$ cat src/rtl/bootld_pkg.sv
package bootld_pkg;
  localparam logic [7:0] BOOT_SIG   = 8'hC4;
  localparam int         HDR_LEN    = 6;   // signature, two cfg bytes, signature, length
  localparam int         DEF_ID_LEN = 6;   // compact identity record size
  typedef enum logic [1:0] {ST_ISSUE, ST_WAIT, ST_EMIT, ST_DONE} bl_state_e;
endpackage

$ cat src/rtl/bootld_rstsync.sv
module bootld_rstsync #(
  parameter int STAGES = 2
) (
  input  logic clk,
  input  logic rst_n_in,
  output logic rst_n_out
);
  logic [STAGES-1:0] sync_q;

  always_ff @(posedge clk or negedge rst_n_in) begin
    if (!rst_n_in) sync_q <= '0;
    else           sync_q <= {sync_q[STAGES-2:0], 1'b1};
  end

  assign rst_n_out = sync_q[STAGES-1];
endmodule

$ cat src/rtl/bootld_fetch.sv
module bootld_fetch #(
  parameter int ADDR_W = 16
) (
  input  logic              clk,
  input  logic              rst_n,
  input  logic              go,
  input  logic [ADDR_W-1:0] go_addr,
  input  logic              mem_vld,
  input  logic              mem_nack,
  output logic              mem_req,
  output logic [ADDR_W-1:0] mem_addr,
  output logic              got,
  output logic              nak
);
  logic req_q, req_d;
  logic [ADDR_W-1:0] addr_q;

  always_comb begin
    req_d = req_q;
    if (go)                               req_d = 1'b1;
    else if (req_q && (mem_vld || mem_nack)) req_d = 1'b0;
  end

  always_ff @(posedge clk or negedge rst_n) begin
    if (!rst_n) begin
      req_q  <= 1'b0;
      addr_q <= '0;
    end else begin
      req_q <= req_d;
      if (go) addr_q <= go_addr;
    end
  end

  assign mem_req  = req_q;
  assign mem_addr = addr_q;
  assign nak      = req_q & mem_nack;
  assign got      = req_q & mem_vld & ~mem_nack;
endmodule

$ cat src/rtl/bootld_idrec.sv
module bootld_idrec #(
  parameter int NBYTES = 6
) (
  input  logic        clk,
  input  logic        rst_n,
  input  logic        we,
  input  logic [2:0]  sel,
  input  logic [7:0]  din,
  output logic [15:0] vid,
  output logic [15:0] pid,
  output logic [15:0] did
);
  logic [NBYTES*8-1:0] flat;

  generate
    for (genvar i = 0; i < NBYTES; i++) begin : g_byte
      logic [7:0] q;
      always_ff @(posedge clk or negedge rst_n) begin
        if (!rst_n)                     q <= '0;
        else if (we && sel == 3'(i))    q <= din;
      end
      assign flat[i*8 +: 8] = q;
    end
  endgenerate

  assign vid = flat[15:0];
  assign pid = flat[31:16];
  assign did = flat[47:32];
endmodule

$ cat src/rtl/bootld_ctrl.sv
module bootld_ctrl
  import bootld_pkg::*;
#(
  parameter int ADDR_W   = 16,
  parameter int MAX_DESC = 4096
) (
  input  logic              clk,
  input  logic              rst_n,
  input  logic              got,
  input  logic              nak,
  input  logic [7:0]        rdata,
  input  logic              desc_ready,
  output logic              go,
  output logic [ADDR_W-1:0] go_addr,
  output logic [7:0]        ifc,
  output logic [7:0]        pol,
  output logic              id_we,
  output logic [2:0]        id_sel,
  output logic              desc_valid,
  output logic [7:0]        desc_data,
  output logic              enum_done,
  output logic              use_master,
  output logic              load_err,
  output logic              boot_done
);
  localparam logic [ADDR_W-1:0] MAX_L   = ADDR_W'(MAX_DESC);
  localparam logic [ADDR_W-1:0] HDR_A   = ADDR_W'(HDR_LEN);
  localparam logic [ADDR_W-1:0] DEF_L   = ADDR_W'(DEF_ID_LEN);
  localparam logic [ADDR_W-1:0] ID_LAST = ADDR_W'(HDR_LEN + DEF_ID_LEN - 1);

  bl_state_e st_q, st_d;
  logic [ADDR_W-1:0] idx_q, idx_d, len_q, len_d, len_full;
  logic [7:0] ifc_q, ifc_d, pol_q, pol_d, dat_q, dat_d;
  logic xm_q, xm_d, err_q, err_d, fin_q, fin_d, eok_q, eok_d;

  assign len_full = ADDR_W'({rdata, len_q[7:0]});

  always_comb begin
    st_d = st_q;   idx_d = idx_q; len_d = len_q;
    ifc_d = ifc_q; pol_d = pol_q; dat_d = dat_q;
    xm_d = xm_q;   err_d = err_q; fin_d = fin_q; eok_d = 1'b0;
    go = 1'b0;     id_we = 1'b0;
    id_sel = 3'(idx_q - HDR_A);
    case (st_q)
      ST_ISSUE: begin
        go   = 1'b1;
        st_d = ST_WAIT;
      end
      ST_WAIT: begin
        if (nak) begin
          st_d  = ST_DONE;
          fin_d = 1'b1;
          if (idx_q == '0) xm_d  = 1'b1;
          else             err_d = 1'b1;
        end else if (got) begin
          st_d  = ST_ISSUE;
          idx_d = idx_q + 1'b1;
          if (idx_q == ADDR_W'(0)) begin
            if (rdata != BOOT_SIG) begin
              st_d = ST_DONE; fin_d = 1'b1; xm_d = 1'b1;
            end
          end else if (idx_q == ADDR_W'(1)) begin
            ifc_d = rdata;
          end else if (idx_q == ADDR_W'(2)) begin
            pol_d = rdata;
          end else if (idx_q == ADDR_W'(3)) begin
            if (rdata != BOOT_SIG) begin
              st_d = ST_DONE; fin_d = 1'b1;
            end
          end else if (idx_q == ADDR_W'(4)) begin
            len_d = ADDR_W'(rdata);
          end else if (idx_q == ADDR_W'(5)) begin
            len_d = len_full;
            if (len_full > MAX_L) begin
              st_d = ST_DONE; fin_d = 1'b1; err_d = 1'b1;
            end else if (len_full == '0) begin
              st_d = ST_DONE; fin_d = 1'b1; eok_d = 1'b1;
            end
          end else if (len_q == DEF_L) begin
            id_we = 1'b1;
            if (idx_q == ID_LAST) begin
              st_d = ST_DONE; fin_d = 1'b1; eok_d = 1'b1;
            end
          end else begin
            dat_d = rdata;
            st_d  = ST_EMIT;
          end
        end
      end
      ST_EMIT: begin
        if (desc_ready) begin
          if (idx_q - HDR_A == len_q) begin
            st_d = ST_DONE; fin_d = 1'b1; eok_d = 1'b1;
          end else begin
            st_d = ST_ISSUE;
          end
        end
      end
      default: st_d = ST_DONE;
    endcase
  end

  always_ff @(posedge clk or negedge rst_n) begin
    if (!rst_n) begin
      st_q <= ST_ISSUE; idx_q <= '0; len_q <= '0;
      ifc_q <= '0; pol_q <= '0; dat_q <= '0;
      xm_q <= 1'b0; err_q <= 1'b0; fin_q <= 1'b0; eok_q <= 1'b0;
    end else begin
      st_q <= st_d; idx_q <= idx_d; len_q <= len_d;
      ifc_q <= ifc_d; pol_q <= pol_d; dat_q <= dat_d;
      xm_q <= xm_d; err_q <= err_d; fin_q <= fin_d; eok_q <= eok_d;
    end
  end

  assign go_addr    = idx_q;
  assign ifc        = ifc_q;
  assign pol        = pol_q;
  assign desc_valid = (st_q == ST_EMIT);
  assign desc_data  = dat_q;
  assign enum_done  = eok_q;
  assign use_master = xm_q;
  assign load_err   = err_q;
  assign boot_done  = fin_q;
endmodule

$ cat src/rtl/boot_image_loader.sv
module boot_image_loader #(
  parameter int ADDR_W      = 16,
  parameter int MAX_DESC    = 4096,
  parameter int SYNC_STAGES = 2
) (
  input  logic              clk,
  input  logic              rst_n,
  input  logic [2:0]        addr_strap,
  output logic              mem_req,
  output logic [ADDR_W-1:0] mem_addr,
  output logic              mem_addr_two,
  input  logic              mem_vld,
  input  logic              mem_nack,
  input  logic [7:0]        mem_data,
  output logic [7:0]        desc_data,
  output logic              desc_valid,
  input  logic              desc_ready,
  output logic [7:0]        if_cfg,
  output logic [7:0]        polarity,
  output logic [15:0]       vendor_id,
  output logic [15:0]       product_id,
  output logic [15:0]       device_id,
  output logic              enum_done,
  output logic              use_master,
  output logic              load_err,
  output logic              boot_done
);
  localparam logic [2:0] STRAP_TWO = 3'b001;

  logic rst_sn, go, got, nak, id_we;
  logic [ADDR_W-1:0] go_addr;
  logic [2:0] id_sel;

  bootld_rstsync #(.STAGES(SYNC_STAGES)) u_rst (
    .clk(clk), .rst_n_in(rst_n), .rst_n_out(rst_sn));

  bootld_fetch #(.ADDR_W(ADDR_W)) u_fetch (
    .clk(clk), .rst_n(rst_sn), .go(go), .go_addr(go_addr),
    .mem_vld(mem_vld), .mem_nack(mem_nack), .mem_req(mem_req),
    .mem_addr(mem_addr), .got(got), .nak(nak));

  bootld_ctrl #(.ADDR_W(ADDR_W), .MAX_DESC(MAX_DESC)) u_ctrl (
    .clk(clk), .rst_n(rst_sn), .got(got), .nak(nak), .rdata(mem_data),
    .desc_ready(desc_ready), .go(go), .go_addr(go_addr), .ifc(if_cfg),
    .pol(polarity), .id_we(id_we), .id_sel(id_sel), .desc_valid(desc_valid),
    .desc_data(desc_data), .enum_done(enum_done), .use_master(use_master),
    .load_err(load_err), .boot_done(boot_done));

  bootld_idrec #(.NBYTES(6)) u_id (
    .clk(clk), .rst_n(rst_sn), .we(id_we), .sel(id_sel), .din(mem_data),
    .vid(vendor_id), .pid(product_id), .did(device_id));

  assign mem_addr_two = (addr_strap == STRAP_TWO);
endmodule

$ cat config.mk
export PLATFORM = sky130hd
export DESIGN_NAME = boot_image_loader
export DESIGN_NICKNAME = d
export VERILOG_FILES = /design/src/rtl/bootld_pkg.sv /design/src/rtl/bootld_rstsync.sv /design/src/rtl/bootld_fetch.sv /design/src/rtl/bootld_idrec.sv /design/src/rtl/bootld_ctrl.sv /design/src/rtl/boot_image_loader.sv
export SDC_FILE = /design/constraint.sdc
export NUM_CORES = 1
export LEC_CHECK = 0
export BUFFER_PORTS_ARGS = -buffer_cell sky130_fd_sc_hd__buf_2
export CORE_ASPECT_RATIO = 0.75
export CORE_MARGIN = 2
export CORE_UTILIZATION = 41
export DETAILED_ROUTE_END_ITERATION = 7
export PLACE_DENSITY = 0.7
export SYNTH_ARGS = -nofsm -noshare
export SYNTH_HDL_FRONTEND = slang
export SYNTH_SLANG_ARGS = --single-unit
$ cat constraint.sdc
create_clock -name clk -period 4.2 [get_ports clk]
set_input_delay 0.42 -clock clk [delete_from_list [all_inputs] [get_ports clk]]
set_output_delay 0.42 -clock clk [all_outputs]
set_load 0.02 [all_outputs]
==> impl_metrics.toml, run 1 <==
[clocking]
cts_tree = "yes"
root_buffer = "clkbuf_16"
clk_latency_ps = 420
cts-buffers-inserted = 17
htree_levels = 4
clk_pin_slew_ps = 60
cts.sinks = 129
cts_resized = 0
postCtsSetupBuffers = 0
cts_max_path_buffers = 2

[grt]
grt.total_usage_pct = 20.53
antenna_found_initial = 0
grt_max_degree = 51
grt_pass1_wl_microns = 25160
first_global_vias = 4651
grt-ovfl-total = 0

[die]
core-area_sq_mm = 0.01460
die_width_microns = 145.6
start_util_pct = 42.23
ios = 111
die_h_microns = 110.2
die_area_sq_mm = 0.01604
placementRows = 38

[synth]
synth_fp_nets = 552
synth_flop_cell = "dfrtp_1"
syn_area_per_cell_sq_um = 11.70
synth_area_sq_mm = 0.006165
muxShareOfSynthArea_pct = 17.33
synth_top_family_by_area = "multiplexers"
syn_inst = 527
synth_top_area_share_pct = 52.36
synth_area_leaders = "dfrtp_1 52%, mux2_2 17%, xnor2_1 3.4%"
synth_compound_area_share_pct = 6.962
synthSimpleGateAreaFrac_pct = 13.42
synth-seq-cells = 129
yosysMostFrequentCell = "dfrtp_1"
synthTopCellsByCount = "129 x dfrtp_1, 93 x mux2_2, 50 x nand2_1"
yosys.area.top_type = "dfrtp_1"
synthAdderAreaFrac_pct = 1.827
synth-seq-area-share_pct = 52.36
synth.distinct_cells = 61
ys.warnings.count = 0
synthXorXnorAreaFrac_pct = 5.257
synthArstFlopShare_pct = 100.0
synth_edf_count = 0

[detailed_routing]
ant_nets = 0
routedWlPerCell_microns = 18.43
avgViaCountPerCell = 5.458
drc = 0
drtIter0Drc = 273
routed_wirelength_microns = 15500
num_vias = 4590
dr.pass1.iters = 5

[power]
internal_power_uw = 2837
power_frac_clock_pct = 35.7
switching_share_pct = 32.86
power.switching_uw = 1389
leakage_uw = 0.003868
pwr-share-comb_pct = 27.8
ir_drop_v = 0.0002692
powerDensity_mw_per_mm2 = 565.3
p_seq_share_pct = 36.6

[critical_path]
cp_data_arrival_time_ps = 3440
cp_data_required_time_ps = 4570
start_kind = "flip-flop"
crit_fanout = 15
cp-end-kind = "flip-flop"
crit_end = "u_ctrl.st_q[1]"
r2r_start = "u_ctrl.go_addr[2]"
cp-startpoint = "u_ctrl.go_addr[2]"
crit_type = "flip-flop to flip-flop"
r2r-end = "u_ctrl.st_q[1]"
reg2reg_slack_ps = 1120
r2r_cells = 8

[final_layout]
stdcell_count = 841
n_antenna_cell = 0
drive_gt1_share_pct = 39.00
nFillCells = 1262
multi_input_area_sq_mm = 0.002765
area_growth_syn_to_layout_pct = 21.25
register_area_sq_mm = 0.003232
fin_nets = 653

[sta]
rsz0062_at_grt = "false"
fmax_mhz = 324.9
hold_violations = 0
setup_viol = 0
finalMaxSlewViolations = 0
fin_skew_ps = 8.057
tightest_slew_ps = 772.5
tns_ps = 0
slew_headroom_pct = 47.17
fin_crit_sh_pct = 73.29
whs_ps = 249.1
period_needed_ps = 3078

[place]
portBuffers = 110
dp_cells = 808
hpwl_microns = 10830
routabilityCongestion = 0.9168

[worst_hold_path]
hold_path.class = "input port to flip-flop"

[run]
maxCapViolCount = 0

[status]
status = "finished, final reports clean"
==> sequential cells by signal (all words and copies together) (netlist names) <==
signal             flops
u_ctrl.go_addr        16
u_ctrl.st_q            2
u_ctrl.desc_data       8
u_ctrl.pol             8
u_ctrl.use_master      1
u_ctrl.ifc             8
u_id.g_byte.q         48
u_fetch.mem_req        1
u_ctrl.enum_done       1
u_fetch.mem_addr      16
u_rst.sync_q           2
u_ctrl.len_q          16
u_ctrl.boot_done       1
u_ctrl.load_err        1
==> through the flow <==
stage | power (uW) | util (%) | instance area (sq um) | setup slack (ps)
after floorplan | 2371 | - | 6165 | 339.9
after global placement | 2687 | 46.98 | 6858 | 1258
after detailed placement | 2718 | 46.98 | 6858 | 1153
after CTS | 4242 | 51.21 | 7475 | 1145
after global routing | 4427 | 51.21 | 7475 | 987.9
final | 4225 | 51.21 | 7475 | 1122
==> worst min path at each step <==
stage                            to    start  cells after the start
detailed placement  u_rst.sync_q[0]    rst_n                      1
global route        u_fetch.mem_req  mem_vld                      2
global placement    u_rst.sync_q[0]    rst_n                      1
finish              u_fetch.mem_req  mem_vld                      2
CTS                 u_fetch.mem_req  mem_vld                      2
floorplan           u_rst.sync_q[0]    rst_n                      0
==> layout by cell type, fill, tap and decap left out, drive strengths merged, types with 4 or more instances in the layout <==
cell type	instances
a21oi	6
xnor2	24
buf	112
xor2	13
nor3b	4
o21ai	20
nor4	10
and3	7
nand4	10
mux2	94
nor3	12
ha	9
a31oi	4
nand3	6
inv	13
and4	5
dfrtp	129
nand2	50
nor2b	4
clkbuf	23
nor2	22
and2	4
==> layer usage <==
layer	routed length, microns	up-vias	GRT usage (%)
met3	1093	22	6.049
met4	217	0	8.263
met5	0	-	0
li1	-	2086	-
met1	7199	2309	27.32
met2	6992	173	31.96
==> worst max-delay path, cell delays in order, from the launching register on <==
cell       delay, ps
dfrtp_1          540
ha_1             400
or3_1            470
or2_2            330
xnor2_1          160
or4_4            550
a2111oi_4        200
and4_1           250
o22a_2           140
==> cells by family after synthesis <==
family,after synthesis
AND/OR/NAND/NOR,153
flip-flops,129
multiplexers,95
AO/OA/AOI/OAI,60
buffers and inverters,43
XOR/XNOR,37
adder cells (fa/ha/maj),9
other,1
==> power by group through the flow <==
| stage | clock network [uW] | logic, uW | registers (uW) |
|---|---|---|---|
| finish | 1510 | 1170 | 1550 |
| global route | 1580 | 1270 | 1570 |
| CTS | 1530 | 1170 | 1540 |
| detailed placement | 0 | 1160 | 1560 |
| global placement | 0 | 1140 | 1550 |
| floorplan | 0 | 725 | 1650 |
==> final cells by class <==
type,count,share of cell area (%)
Clock buffer,23,6.394
Clock inverter,9,1.724
Tap cell,200,3.348
Multi-Input combinational cell,355,36.99
Inverter,12,0.6026
Sequential cell,129,43.24
Timing Repair Buffer,113,7.700
==> what timing repair did <==
item	in CTS	in global routing
setup endpoints to repair	0	0
hold buffers	1	0
endpoints found under the hold margin	2	0
Note: power is estimated with default switching activity, not from simulation.
==> run 2: changes to the inputs <==
Settings changed: ABC_AREA set to 1, PLACE_DENSITY 0.7 to 0.72.
Clock period 4.2 ns to 2.5 ns, I/O delays scaled along.
==> impl_metrics.toml, run 2 <==
[clocking]
root_buffer = "clkbuf_16"
clk_pin_slew_ps = 60
cts.sinks = 129
clk_latency_ps = 420
cts_tree = "yes"
cts-buffers-inserted = 17
cts_max_path_buffers = 2
htree_levels = 4

[detailed_routing]
drc = 0
drtIter0Drc = 475
avgViaCountPerCell = 5.028
dr.pass1.iters = 5
num_vias = 5596
ant_nets = 0
routed_wirelength_microns = 17310
routedWlPerCell_microns = 15.55

[grt]
grt_pass1_wl_microns = 27790
grt_max_degree = 45
antenna_found_initial = 0
first_global_vias = 5208
grt-ovfl-total = 0
grt.total_usage_pct = 21.69

[final_layout]
largest_reg_flops = 48
drive_gt1_share_pct = 23.02
fin_nets = 920
regMostFlops = "u_id.g_byte.q"
n_antenna_cell = 0
stdcell_count = 1113
mostFrequentLayoutCell = "nand2_1"
area_growth_syn_to_layout_pct = 24.69
mostFrequentLayoutCells = "246 x nand2_1, 123 x dfrtp_1, 110 x buf_2"

[synth]
synth_top_area_share_pct = 51.40
synth_top_family_by_area = "simple AND/OR/NAND/NOR gates"
synth.distinct_cells = 38
syn_inst = 762
synth_edf_count = 0
synthTopCellsByCount = "247 x nand2_1, 129 x dfrtp_1, 61 x nor2_1"
synthAdderAreaFrac_pct = 1.793
syn_area_per_cell_sq_um = 8.241
synth_compound_area_share_pct = 10.24
synth_fp_nets = 787
synth_area_sq_mm = 0.006280
synth-seq-cells = 129
synth_flop_cell = "dfrtp_1"
synthArstFlopShare_pct = 100.0
synthXorXnorAreaFrac_pct = 2.929
yosysMostFrequentCell = "nand2_1"
muxShareOfSynthArea_pct = 0
synth-seq-area-share_pct = 51.40
yosys.area.top_type = "dfrtp_1"
ys.warnings.count = 0
synthSimpleGateAreaFrac_pct = 27.42
synth_area_leaders = "dfrtp_1 51%, nand2_1 15%, o21ai_0 4.4%"

[sta]
slew_headroom_pct = 65.37
hold_violations = 0
rsz0062_at_grt = "true"
fin_crit_sh_pct = 96.30
fin_skew_ps = 8.665
setup_viol = 0
setup_ws_ps = 92.53
tns_ps = 0
fmax_mhz = 415.4
finalMaxSlewViolations = 0
tightest_slew_ps = 518.9
period_needed_ps = 2407
whs_ps = 115.8

[critical_path]
cp_data_required_time_ps = 2790
crit_buf_inv = 4
crit_fanout = 16
cp-end-kind = "flip-flop"
cp_cell_sequence = "inv_1 > ha_2 > nand3_1 > inv_1 > nand2_1 > nand4_2 > nor3_4 > buf_6 > nand3_2 > buf_4 > nand2_1 > o21ai_1"
reg2reg_slack_ps = 90
crit_family = "simple AND/OR/NAND/NOR gates"
r2r_cells = 12
r2r-end = "u_id.g_byte[1].q[1]"
slowest_stage = "nor3_4"
start_kind = "flip-flop"
r2r_start = "u_ctrl.go_addr[1]"
crit_type = "flip-flop to flip-flop"
max_stage_delay_ps = 430
cp_data_arrival_time_ps = 2700

[die]
die_area_sq_mm = 0.01633
placementRows = 39
die_h_microns = 111.2
start_util_pct = 41.51
die_width_microns = 146.9
ios = 111
core-area_sq_mm = 0.01513

[power]
leakage_uw = 0.004014
powerDensity_mw_per_mm2 = 861.4
ir_drop_v = 0.0004423
p_total_uw = 6745

[worst_hold_path]
holdPathStages = 3
hold_path_end = "u_ctrl.len_q[12]"
min_from = "mem_data[4]"
hold_path.class = "input port to flip-flop"

[run]
maxCapViolCount = 0

[place]
routabilityCongestion = 0.9139
hpwl_microns = 12480
dp_cells = 1075
portBuffers = 110
dp_slack_ps = 94.64

[status]
status = "finished, final reports clean"
run 2: cell types whose count changed after synthesis, moves of 17 or more:
cell and change:
o21ai_0 +35, inv_1 +48, nand2_1 +197, o21ai_1 +51, mux2_2 -93, nor2_1 +39, clkbuf_1 -17, nand3_1 +30
xnor2_1 -20
run 2: per-layer routing:
| metal | routed length [microns] | track usage [%] | part of all wire (%) | up-vias |
|---|---|---|---|---|
| met5 | 0 | 0 | 0 | - |
| met4 | 224 | 5.897 | 1.3 | 0 |
| met3 | 1287 | 5.679 | 7.4 | 20 |
| met2 | 7287 | 31.11 | 42 | 173 |
| met1 | 8505 | 32.45 | 49 | 2670 |
| li1 | - | - | - | 2733 |
run 2: worst min-delay path, cell delays in order:
cell and delay (ps):
buf_2 110, nand2_1 50, o21ai_0 70
run 2: cell type report:
cell class / count / area (sq um)
Inverter: 64 / 240.2
Tap cell: 205 / 256.5
Timing Repair Buffer: 135 / 757.0
Multi-Input combinational cell: 548 / 2758
Clock buffer: 18 / 439.2
Fill cell: 1431 / 7297
Clock inverter: 14 / 141.4
Sequential cell: 129 / 3238
run 2: worst max-delay path by stage:
stage	start	end	cells after the start	slack, ps
floorplan	u_ctrl.st_q[1]	u_id.g_byte[4].q[5]	12	290
global placement	u_ctrl.len_q[10]	u_id.g_byte[4].q[7]	6	130
detailed placement	u_ctrl.st_q[1]	u_id.g_byte[4].q[7]	11	90
CTS	u_ctrl.st_q[1]	u_ctrl.go_addr[13]	13	80
global route	u_ctrl.go_addr[1]	u_id.g_byte[1].q[0]	12	-60
finish	u_ctrl.go_addr[1]	u_id.g_byte[1].q[1]	12	90
run 2: what timing repair did:
action                     CTS  global route
setup buffers                0             3
hold buffers                 1             0
setup endpoints to repair    0            63
hold endpoints to repair     2             0
resized for setup            0            21
run 2: report_power, final:
group / total (uW) / switching (uW) / internal [uW]
Clock: 2420 / 1000 / 1420
Combinational: 1770 / 1220 / 551
Sequential: 2550 / 220 / 2330
Total: 6740 / 2440 / 4300
run 2: cell families after synthesis:
family                   count (synthesis)
AND/OR/NAND/NOR                        394
flip-flops                             129
AO/OA/AOI/OAI                          121
buffers and inverters                   87
XOR/XNOR                                21
adder cells (fa/ha/maj)                  9
other                                    1
run 2: per-stage QoR:
| step | util (%) | area, sq um |
|---|---|---|
| 6_report | 51.76 | 7830 |
| 2_1_floorplan | - | 6281 |
| 4_1_cts | 50.93 | 7705 |
| 3_3_place_gp | 47.03 | 7114 |
| 3_5_place_dp | 47.03 | 7114 |
| 5_1_grt | 51.76 | 7830 |
